--- src/rtl/mdio_pkg.sv ---
package mdio_pkg;
    typedef struct packed {
        logic        go;
        logic        wr;
        logic        ack;
        logic [2:0]  rsvd;
        logic [4:0]  regad;
        logic [4:0]  phyad;
        logic [15:0] data;
    } uacc_t;

    localparam int           FRAME_BITS = 64;
    localparam logic [5:0]   TA_FIRST   = 6'd46;
    localparam logic [5:0]   TA_SECOND  = 6'd47;
    localparam logic [5:0]   DATA_FIRST = 6'd48;
    localparam logic [5:0]   LAST_BIT   = 6'd63;
    localparam logic [1:0]   OP_RD      = 2'b10;
    localparam logic [1:0]   OP_WR      = 2'b01;
    localparam logic [4:0]   POLL_REG   = 5'd1;
endpackage

--- src/rtl/mdio_clkgen.sv ---
module mdio_clkgen #(
    parameter int HALF    = 25,
    parameter int STARTUP = 100000
) (
    input  logic clk,
    input  logic rst_n,
    output logic mdc,
    output logic rise_tick,
    output logic fall_tick
);
    localparam int SW = $clog2(STARTUP + 1);
    localparam int DW = $clog2(HALF + 1);

    typedef struct packed {
        logic [SW-1:0] wait_cnt;
        logic          run;
        logic [DW-1:0] div;
        logic          mdc;
    } st_t;

    st_t  s_d, s_q;
    logic wrap;

    always_comb begin
        s_d  = s_q;
        wrap = s_q.run && (s_q.div == DW'(HALF - 1));
        if (!s_q.run) begin
            if (s_q.wait_cnt == SW'(STARTUP)) s_d.run = 1'b1;
            else s_d.wait_cnt = s_q.wait_cnt + 1'b1;
        end else if (wrap) begin
            s_d.div = '0;
            s_d.mdc = !s_q.mdc;
        end else begin
            s_d.div = s_q.div + 1'b1;
        end
    end

    always_ff @(posedge clk or negedge rst_n) begin
        if (!rst_n) s_q <= '0;
        else        s_q <= s_d;
    end

    assign mdc       = s_q.mdc;
    assign rise_tick = wrap && !s_q.mdc;
    assign fall_tick = wrap &&  s_q.mdc;
endmodule

--- src/rtl/mdio_frame.sv ---
module mdio_frame
    import mdio_pkg::*;
(
    input  logic        clk,
    input  logic        rst_n,
    input  logic        rise_tick,
    input  logic        fall_tick,
    input  logic        start,
    input  logic        rd,
    input  logic [4:0]  phyad,
    input  logic [4:0]  regad,
    input  logic [15:0] wdata,
    output logic        accept,
    output logic        done,
    output logic        ack,
    output logic [15:0] rdata,
    output logic        mdio_o,
    output logic        mdio_oe,
    input  logic        mdio_i
);
    typedef struct packed {
        logic                  busy;
        logic                  rd;
        logic [5:0]            idx;
        logic [FRAME_BITS-1:0] sh;
        logic                  ack;
        logic [15:0]           rdata;
        logic                  done;
        logic                  out;
        logic                  oe;
    } st_t;

    st_t                   s_d, s_q;
    logic [FRAME_BITS-1:0] frame;
    logic [5:0]            idx_nx;

    always_comb begin
        s_d      = s_q;
        s_d.done = 1'b0;
        accept   = 1'b0;
        idx_nx   = s_q.idx + 1'b1;
        frame    = {32'hFFFF_FFFF, 2'b01, (rd ? OP_RD : OP_WR), phyad, regad,
                    2'b10, (rd ? 16'h0000 : wdata)};
        if (fall_tick) begin
            if (!s_q.busy) begin
                s_d.oe  = start;
                s_d.out = start ? frame[FRAME_BITS-1] : 1'b0;
                if (start) begin
                    accept      = 1'b1;
                    s_d.busy    = 1'b1;
                    s_d.idx     = '0;
                    s_d.sh      = frame;
                    s_d.rd      = rd;
                    s_d.ack     = 1'b0;
                    s_d.rdata   = '0;
                end
            end else begin
                s_d.idx = idx_nx;
                s_d.sh  = {s_q.sh[FRAME_BITS-2:0], 1'b0};
                s_d.out = s_q.sh[FRAME_BITS-2];
                s_d.oe  = !(s_q.rd && (idx_nx >= TA_FIRST));
            end
        end
        if (rise_tick && s_q.busy) begin
            if (s_q.rd && (s_q.idx == TA_SECOND))  s_d.ack   = !mdio_i;
            if (s_q.rd && (s_q.idx >= DATA_FIRST)) s_d.rdata = {s_q.rdata[14:0], mdio_i};
            if (s_q.idx == LAST_BIT) begin
                s_d.busy = 1'b0;
                s_d.done = 1'b1;
            end
        end
    end

    always_ff @(posedge clk or negedge rst_n) begin
        if (!rst_n) s_q <= '0;
        else        s_q <= s_d;
    end

    assign done    = s_q.done;
    assign ack     = s_q.ack;
    assign rdata   = s_q.rdata;
    assign mdio_o  = s_q.out;
    assign mdio_oe = s_q.oe;
endmodule

--- src/rtl/mdio_master.sv ---
module mdio_master
    import mdio_pkg::*;
#(
    parameter int DIV_HALF       = 25,
    parameter int STARTUP_CYCLES = 100000
) (
    input  logic        clk,
    input  logic        rst_n,
    input  logic        reg_wr,
    input  logic        reg_sel,
    input  logic [31:0] reg_wdata,
    output logic [31:0] reg_rdata,
    output logic        mdc,
    output logic        mdio_o,
    output logic        mdio_oe,
    input  logic        mdio_i
);
    localparam int NADDR = 32;

    typedef struct packed {
        uacc_t            ua;
        logic [NADDR-1:0] alive;
        logic [4:0]       poll_addr;
        logic             cur_user;
    } st_t;

    st_t         s_d, s_q;
    logic        rise_tick, fall_tick;
    logic        eng_accept, eng_done, eng_ack, eng_rd;
    logic [4:0]  eng_phy, eng_reg;
    logic [15:0] eng_rdata;
    logic        user_go;
    logic [31:0] alive_q;

    mdio_clkgen #(.HALF(DIV_HALF), .STARTUP(STARTUP_CYCLES)) u_clk (
        .clk(clk), .rst_n(rst_n), .mdc(mdc),
        .rise_tick(rise_tick), .fall_tick(fall_tick)
    );

    assign user_go = s_q.ua.go;
    assign alive_q = s_q.alive;
    assign eng_rd  = user_go ? !s_q.ua.wr  : 1'b1;
    assign eng_phy = user_go ? s_q.ua.phyad : s_q.poll_addr;
    assign eng_reg = user_go ? s_q.ua.regad : POLL_REG;

    mdio_frame u_frame (
        .clk(clk), .rst_n(rst_n), .rise_tick(rise_tick), .fall_tick(fall_tick),
        .start(1'b1), .rd(eng_rd), .phyad(eng_phy), .regad(eng_reg),
        .wdata(s_q.ua.data), .accept(eng_accept), .done(eng_done),
        .ack(eng_ack), .rdata(eng_rdata),
        .mdio_o(mdio_o), .mdio_oe(mdio_oe), .mdio_i(mdio_i)
    );

    always_comb begin
        s_d = s_q;
        if (eng_accept) s_d.cur_user = user_go;
        if (eng_done) begin
            if (s_q.cur_user) begin
                s_d.ua.go = 1'b0;
                if (!s_q.ua.wr) begin
                    s_d.ua.ack              = eng_ack;
                    s_d.ua.data             = eng_rdata;
                    s_d.alive[s_q.ua.phyad] = eng_ack;
                end
            end else begin
                s_d.alive[s_q.poll_addr] = eng_ack;
                s_d.poll_addr            = s_q.poll_addr + 1'b1;
            end
        end
        if (reg_wr && !reg_sel && !user_go) begin
            s_d.ua      = uacc_t'(reg_wdata);
            s_d.ua.ack  = 1'b0;
            s_d.ua.rsvd = '0;
        end
    end

    always_ff @(posedge clk or negedge rst_n) begin
        if (!rst_n) s_q <= '0;
        else        s_q <= s_d;
    end

    assign reg_rdata = reg_sel ? s_q.alive : 32'(s_q.ua);
endmodule

--- config.mk ---
export PLATFORM = sky130hd
export DESIGN_NAME = mdio_master
export DESIGN_NICKNAME = d
export VERILOG_FILES = /design/src/rtl/mdio_pkg.sv /design/src/rtl/mdio_clkgen.sv /design/src/rtl/mdio_frame.sv /design/src/rtl/mdio_master.sv
export SDC_FILE = /design/constraint.sdc
export NUM_CORES = 1
export LEC_CHECK = 0
export BUFFER_PORTS_ARGS = -buffer_cell sky130_fd_sc_hd__buf_2
export CAP_MARGIN = 15
export CORE_MARGIN = 2
export CORE_UTILIZATION = 40
export CTS_BUF_LIST = sky130_fd_sc_hd__clkbuf_4 sky130_fd_sc_hd__clkbuf_8 sky130_fd_sc_hd__clkbuf_16
export CTS_CLUSTER_DIAMETER = 60
export DETAILED_ROUTE_END_ITERATION = 10
export SLEW_MARGIN = 30
export SYNTH_ARGS = -nofsm -noshare
export SYNTH_HDL_FRONTEND = slang
export SYNTH_SLANG_ARGS = --single-unit
--- constraint.sdc ---
create_clock -name clk -period 4.3 [get_ports clk]
set_clock_uncertainty 0.15 [all_clocks]
set_input_delay 0.645 -clock clk [delete_from_list [all_inputs] [get_ports clk]]
set_output_delay 0.645 -clock clk [all_outputs]
set_load 0.1 [all_outputs]
== After elaboration in Yosys (flattened, before gate mapping) ==
Index checks and enable logic that the tools add are counted.
Word-level totals
  flip-flop bits (word level): 183
  input port bits: 37
  output and inout port bits: 35
  logic and storage cells: 107
Operators by class
  $add $sub $neg: 4
  order comparisons: 6
  equal/unequal tests: 6
  muxes and demuxes: 39
  bitwise logic cells: 4
  reduce and logical (&&, ||, !) cells: 26
Operators with widths (number)
  $mux W32: 3
  $mux W89: 1
  $mux W70: 1
  $bwmux W32: 2
  $mux W53: 1
  $mux W16: 3
  $mux W48: 1
  $mux W5: 4
  $mux W18: 1
  $add A17 B1 Y17 const B: 1
  $eq A17 B17 Y1 const B: 1
  $mux W1: 17
  $mux W17: 1
  $eq A6 B6 Y1 const B: 2
  $ge A6 B6 Y1 const B: 2
  $lt A5 B6 Y1 const B: 2
  $reduce_and A2 Y1: 6
  $logic_and A1 B1 Y1: 11
  $add A5 B1 Y5 const B: 2
  $demux W1 S5: 2
  $ge A5 B1 Y1 const B: 2
  $add A6 B1 Y6 const B: 1
  $logic_not A1 Y1: 6
  $eq A5 B5 Y1 const B: 1
  other kinds (6): 11

== Logic depth before layout (Yosys ltp) ==
Gate-level depths: netlist of the first run.
  depth in word-level cells: 9
  gate-level depth with buffers: 8
  gate-level depth less buffers: 6

== Hierarchy ==
From an unflattened synthesis of the first run, not the netlist that was laid out.
Second synthesis, totals
  cell total of the unflattened synthesis: 862
  area, all modules: 9077.5 um^2
Modules (own cells, without submodules)
  mdio_master: times used 1, cells an instance 404, area each 3993.8 um^2, sequential area each 1676.6 um^2
  mdio_frame: times used 1, cells an instance 353, area each 3921.3 um^2, sequential area each 2277.2 um^2
  mdio_clkgen: times used 1, cells an instance 105, area each 1162.4 um^2, sequential area each 600.6 um^2

== Least setup slack after synthesis of the first run ==
OpenSTA, ideal clock, no wires.
  path type: in2out
  start point: input port reg_sel
  end point: output port reg_rdata[21]
  data arrival time: 3142 ps
  setup slack: 363 ps
  stages: 3
  buffers on the path: 2
  cells stage by stage: clkbuf_1 > clkbuf_1 > o21ai_0
Between the ends
  longest elaborated chain between the ends: 1
RTL lines
  start: declaration: line mdio_master.sv:10  | input logic reg_sel,
  $mux W32: line mdio_master.sv:82  | assign reg_rdata = reg_sel ? s_q.alive : 32'(s_q.ua);
  end: declaration: line mdio_master.sv:12  | output logic [31:0] reg_rdata,
No other way between the ends.

== Worst setup path in the final report of the first run ==
Ends and elaborated chain as after synthesis.

==> impl_metrics.yaml, run 1 <==
status:
  status: "complete, no violations"
sta:
  report.final.setup_viol: 0
  min_period_ps: 2848
  fmax_mhz: 351.1
  slew_headroom_pct: 40.55
  worstMarginPinSlew_ps: 888.6
  drv_slew: 0
  hold_viol: 0
  fin_crit_sh_pct: 66.23
  fin_ws_ps: 1452
  rsz0062_at_grt: "false"
  tns_ps: 0
setup_path:
  r2r_slack_ps: 1680
  slowest_delay_ps: 600
  cp.arrival_ps: 2050
  startpoint_type: "input port"
  cp_slowest_cell: "buf_2"
  critPathBufInv: 2
  reg2reg_depth: 7
  path_cells: "buf_2 > nand2_1 > o21ai_0 > buf_2"
  r2r-start: "u_clk.s_q[1]"
  critPathKind: "input port to output pin"
  required_ps: 3500
  worstSetupEndpointType: "output pin"
  crit_path_frequent_cell: "buf_2"
  path_delay_family: "buffers and inverters"
  crit_path_max_fanout: 34
  rr_endpoint: "u_frame.s_q[25]"
min_path:
  hp-class: "input port to async pin"
power_and_ir_drop:
  vdd_drop_max_mv: 0.3476
  power_density_nw_per_um2: 451.5
  power_mw: 4.477
  power_leakage_nw: 4.602
clock_tree:
  cts_resized: 0
  post-cts-setup-buffers: 0
  cts_tree: "yes"
  clockBufferDepth: 2
  root_buffer: "clkbuf_16"
  insertion_delay_ps: 430
  cts_buffers: 17
  cts.clk_slew.worst_paths_ps: 70
  cts_sinks: 182
  h-tree-depth: 4
  ctsHoldBuffers: 0
die:
  dieArea_um2: 23210
  initial_utilization_pct: 40.59
  die_w_um: 152.4
  ios: 72
  core_area_um2: 21690
  die_h_um: 152.4
  fp-row-count: 54
detailed_routing:
  vias: 6469
  drt_first_pass_iters: 5
  wl_per_cell_um: 17.18
  via_per_inst: 5.482
  first_iter_violations: 434
  drcViolationCount: 0
  drt-total-wl_mm: 20.28
  antenna_left: 0
synth:
  synth_top_family_by_area: "simple AND/OR/NAND/NOR gates"
  ys_warn_count: 0
  synth_compound_area_share_pct: 14.47
  synth_top_cell_by_area: "dfrtp_1"
  yosys-top-cells-area: "dfrtp_1, mux2_2, o21ai_0, nand2_1, and3_1"
  ys.flop_type: "dfrtp_1"
  synth_nets: 905
  ys_ff_latch: 182
  synthAdderAreaFrac_pct: 1.421
  ys_seq_area_share_pct: 51.73
  syn-mean-instance-area_um2: 10.26
  yosysMostFrequentCell: "dfrtp_1"
  synthMuxAreaShare_pct: 10.29
  ys_types: 51
  synthXorXnorAreaFrac_pct: 2.189
  syn_inst: 858
  ys_async_sr_fraction_pct: 100.0
  synthDominantCellAreaShare_pct: 51.73
  synth-simple-area-share_pct: 15.46
  netlist_area_um2: 8803
  synth_commonest_cells: "dfrtp_1, o21ai_0, nand2_1"
  synth_edf_count: 0
placement:
  place.gp.congestion: 0.7853
  portBuffers: 67
  placed_cells: 1150
  place_ws_ps: 1436
  dp_hpwl_mm: 13.09
global_routing:
  grtUsageTotal_pct: 18.18
  grt_max_degree: 87
  grt_pass1_wl_mm: 34.34
  first_global_vias: 6500
  grt-ovfl-total: 0
  antenna_found_initial: 0
layout:
  drive_gt1_share_pct: 21.56
  instances_no_fill: 1180
  nets: 936
  final_util_pct: 45.73
  diodes: 0
  area_growth_pct: 12.65
job:
  drv_cap: 0
-- worst reg2reg max path: stages, from the launching register on --
cell	delay (ps)
dfrtp_1	420
inv_1	70
ha_1	190
nand4b_1	250
nor2_4	670
buf_4	470
and3_1	220
a221o_1	100
-- stage by stage --
stage          hold slack, ps  instance area [um^2]
2_1_floorplan           199.4                  8803
3_3_place_gp            302.2                  9314
3_5_place_dp            305.5                  9344
4_1_cts                 66.73                  9916
5_1_grt                 80.09                  9917
6_report                38.88                  9917
-- layer usage --
layer	vias up	GRT usage [%]	part of all wire (%)
li1	3098	-	-
met1	3231	26.15	49
met2	118	27.73	46
met3	22	3.441	3.1
met4	0	6.186	1.6
met5	-	0	0
-- area by class of cell --
| cell class | count | area, um^2 |
|---|---|---|
| multi-input combinational | 578 | 3880 |
| clock inverter | 8 | 102.6 |
| tap | 280 | 350.3 |
| inverter | 34 | 127.6 |
| clock buffer | 22 | 469.2 |
| fill | 2029 | 11770 |
| sequential | 182 | 4558 |
| timing repair buffer | 76 | 429.2 |
-- cells in the final DEF, fill, tap and decap left out, types with 17 or more instances in the layout --
master,count
dfrtp_1,179
o21ai_0,98
nand2_1,78
mux2_2,68
buf_2,66
nor2_1,48
a21oi_1,39
inv_1,34
and3_1,34
a22o_1,24
a31oi_1,20
clkbuf_16,17
-- cell families after synthesis --
logic type               count (synthesis)
AND/OR/NAND/NOR                        256
AO/OA/AOI/OAI                          209
flip-flops                             182
buffers and inverters                   98
multiplexers                            81
XOR/XNOR                                22
adder cells (fa/ha/maj)                 10
-- worst max-delay path by stage --
stage                       start             to  slack (ps)  cells after the start
final                     reg_sel  reg_rdata[21]        1450                      4
after global routing      reg_sel  reg_rdata[21]        1380                      4
after floorplan           reg_sel  reg_rdata[21]         360                      3
after global placement     s_q[0]        s_q[47]        1260                      4
after CTS                 reg_sel  reg_rdata[21]        1440                      4
after detailed placement  reg_sel  reg_rdata[21]        1440                      4
-- power breakdown --
part	switching [mW]	leakage (nW)	total (mW)	internal, mW
registers	0.183	2.45	2.00	1.82
clock network	0.649	0.280	1.54	0.890
logic	0.709	1.88	0.935	0.226
Note: power is estimated with default switching activity, not from simulation.
==> inputs of run 2 (changes only) <==
Clock period 4.3 ns to 2.3 ns, I/O delays scaled along.
==> run 2 against run 1 <==
Net effect:
- sequential share of layout area down 4.3 points
- critical path depth shrank 1
- via count grew 1.9%
- register-to-register slack worse by 1500 ps
- hold slack worse by 19 ps
- die area unchanged
- cell count up 3.9%
- flip-flop and latch count stayed put
- core utilization rose by 4.7 points
- clock power grew 110%
==> impl_metrics.yaml, run 2 (synthesis gave the netlist of run 1 again) <==
status:
  status: "complete, no violations"
sta:
  fin_ws_ps: 190.2
  rsz0062_at_grt: "false"
  fin_crit_sh_pct: 91.73
  min_period_ps: 2110
  hold_viol: 0
  fmax_mhz: 474.0
  worstMarginPinSlew_ps: 574.3
  report.final.setup_viol: 0
  tns_ps: 0
  drv_slew: 0
  slew_headroom_pct: 61.72
die:
  dieArea_um2: 23210
  fp-row-count: 54
  die_w_um: 152.4
  die_h_um: 152.4
  ios: 72
  core_area_um2: 21690
  initial_utilization_pct: 40.59
layout:
  nets: 980
  nFillCells: 1937
  final_common_cell: "dfrtp_1"
  final_util_pct: 50.46
  drive_gt1_share_pct: 22.41
  ff_latch_area_um2: 4557
  diodes: 0
  final_cell_mix: "dfrtp_1, o21ai_0, nand2_1"
  area_growth_pct: 24.30
  instances_no_fill: 1226
  multiInputGateArea_um2: 3877
placement:
  portBuffers: 67
  dp_hpwl_mm: 13.51
  placed_cells: 1168
  place.gp.congestion: 0.8513
  place_ws_ps: 239.3
clock_tree:
  cts.clk_slew.worst_paths_ps: 60
  post-cts-setup-buffers: 0
  cts_buffers: 17
  cts_resized: 0
  root_buffer: "clkbuf_16"
  insertion_delay_ps: 430
  h-tree-depth: 4
  ctsHoldBuffers: 26
  cts_tree: "yes"
  cts_sinks: 182
  clockBufferDepth: 2
global_routing:
  grtUsageTotal_pct: 18.33
  gr-usage-met1_pct: 26.52
  grt-ovfl-total: 0
  met3_usage_pct: 4.352
  top_usage_layer: "met2"
  grt_max_degree: 77
  first_global_vias: 6524
  antenna_found_initial: 0
  grt_use_met2_pct: 27.82
  grt_pass1_wl_mm: 34.48
detailed_routing:
  via_per_inst: 5.376
  vias: 6591
  first_iter_violations: 599
  drt-total-wl_mm: 20.38
  antenna_left: 0
  drcViolationCount: 0
  wl_per_cell_um: 16.62
  drt_first_pass_iters: 5
setup_path:
  required_ps: 1800
  cp.arrival_ps: 1610
  startpoint_type: "flop"
  worstSetupEndpointType: "output pin"
  critPathKind: "flop to output pin"
  crit_path_max_fanout: 8
min_path:
  hp-class: "input port to flop"
power_and_ir_drop:
  power_density_nw_per_um2: 838.6
  power_mw: 9.176
  power_leakage_nw: 4.991
  vdd_drop_max_mv: 0.6614
job:
  drv_cap: 0
-- run 2: cell count changes in the layout (fill, tap and decap cells not counted), sizes merged --
| cell | delta |
|---|---|
| dlygate4sd3 | +26 |
| buf | +18 |
| bufinv | +2 |
| clkinvlp | -1 |
| inv | +1 |
-- run 2: metrics by stage --
stage | hold WS (ps) | instance area (um^2)
floorplan | -100.6 | 8808
global placement | 175.7 | 10040
detailed placement | 176.2 | 10040
CTS | 4.970 | 10940
global route | 7.177 | 10940
finish | 19.73 | 10940
-- run 2: final timing paths --
path | start | endpoint | slack (ps) | cells past startpoint
max reg2reg | u_clk.s_q[1] | u_frame.s_q[89] | 220 | 8
min in group asynchronous | rst_n | u_frame.s_q[82] | 280 | 2
max | user_go | reg_rdata[31] | 190 | 3
min | mdio_i | u_frame.ack | 20 | 2
min reg2reg | u_clk.s_q[23] | u_clk.s_q[23] | 310 | 1
max in group asynchronous | rst_n | s_q[4] | 1020 | 3
-- run 2: worst max-delay path, stage by stage, from the launching register on --
cell and delay (ps):
dfrtp_1 500, buf_4 230, mux2_2 290, buf_12 170
-- run 2: area by class of cell --
type / count / share of cell area (%)
Clock buffer: 22 / 4.345
Inverter: 34 / 1.166
Sequential cell: 182 / 41.64
Multi-Input combinational cell: 578 / 35.43
Clock inverter: 10 / 1.555
Timing Repair Buffer: 120 / 12.66
Tap cell: 280 / 3.201
-- run 2: where the power goes --
| part | leakage, nW | switching (mW) | internal (mW) |
|---|---|---|---|
| clock | 0.317 | 1.26 | 1.93 |
| combinational | 2.23 | 1.42 | 0.839 |
| sequential | 2.45 | 0.328 | 3.40 |
| total | 4.99 | 3.01 | 6.17 |
-- run 2: layer usage --
metal	part of all wire [%]	routed length [um]	up-vias
met5	0	0	-
met4	1.1	227	0
met3	4.4	901	22
met2	45	9234	149
met1	49	10010	3222
li1	-	-	3198
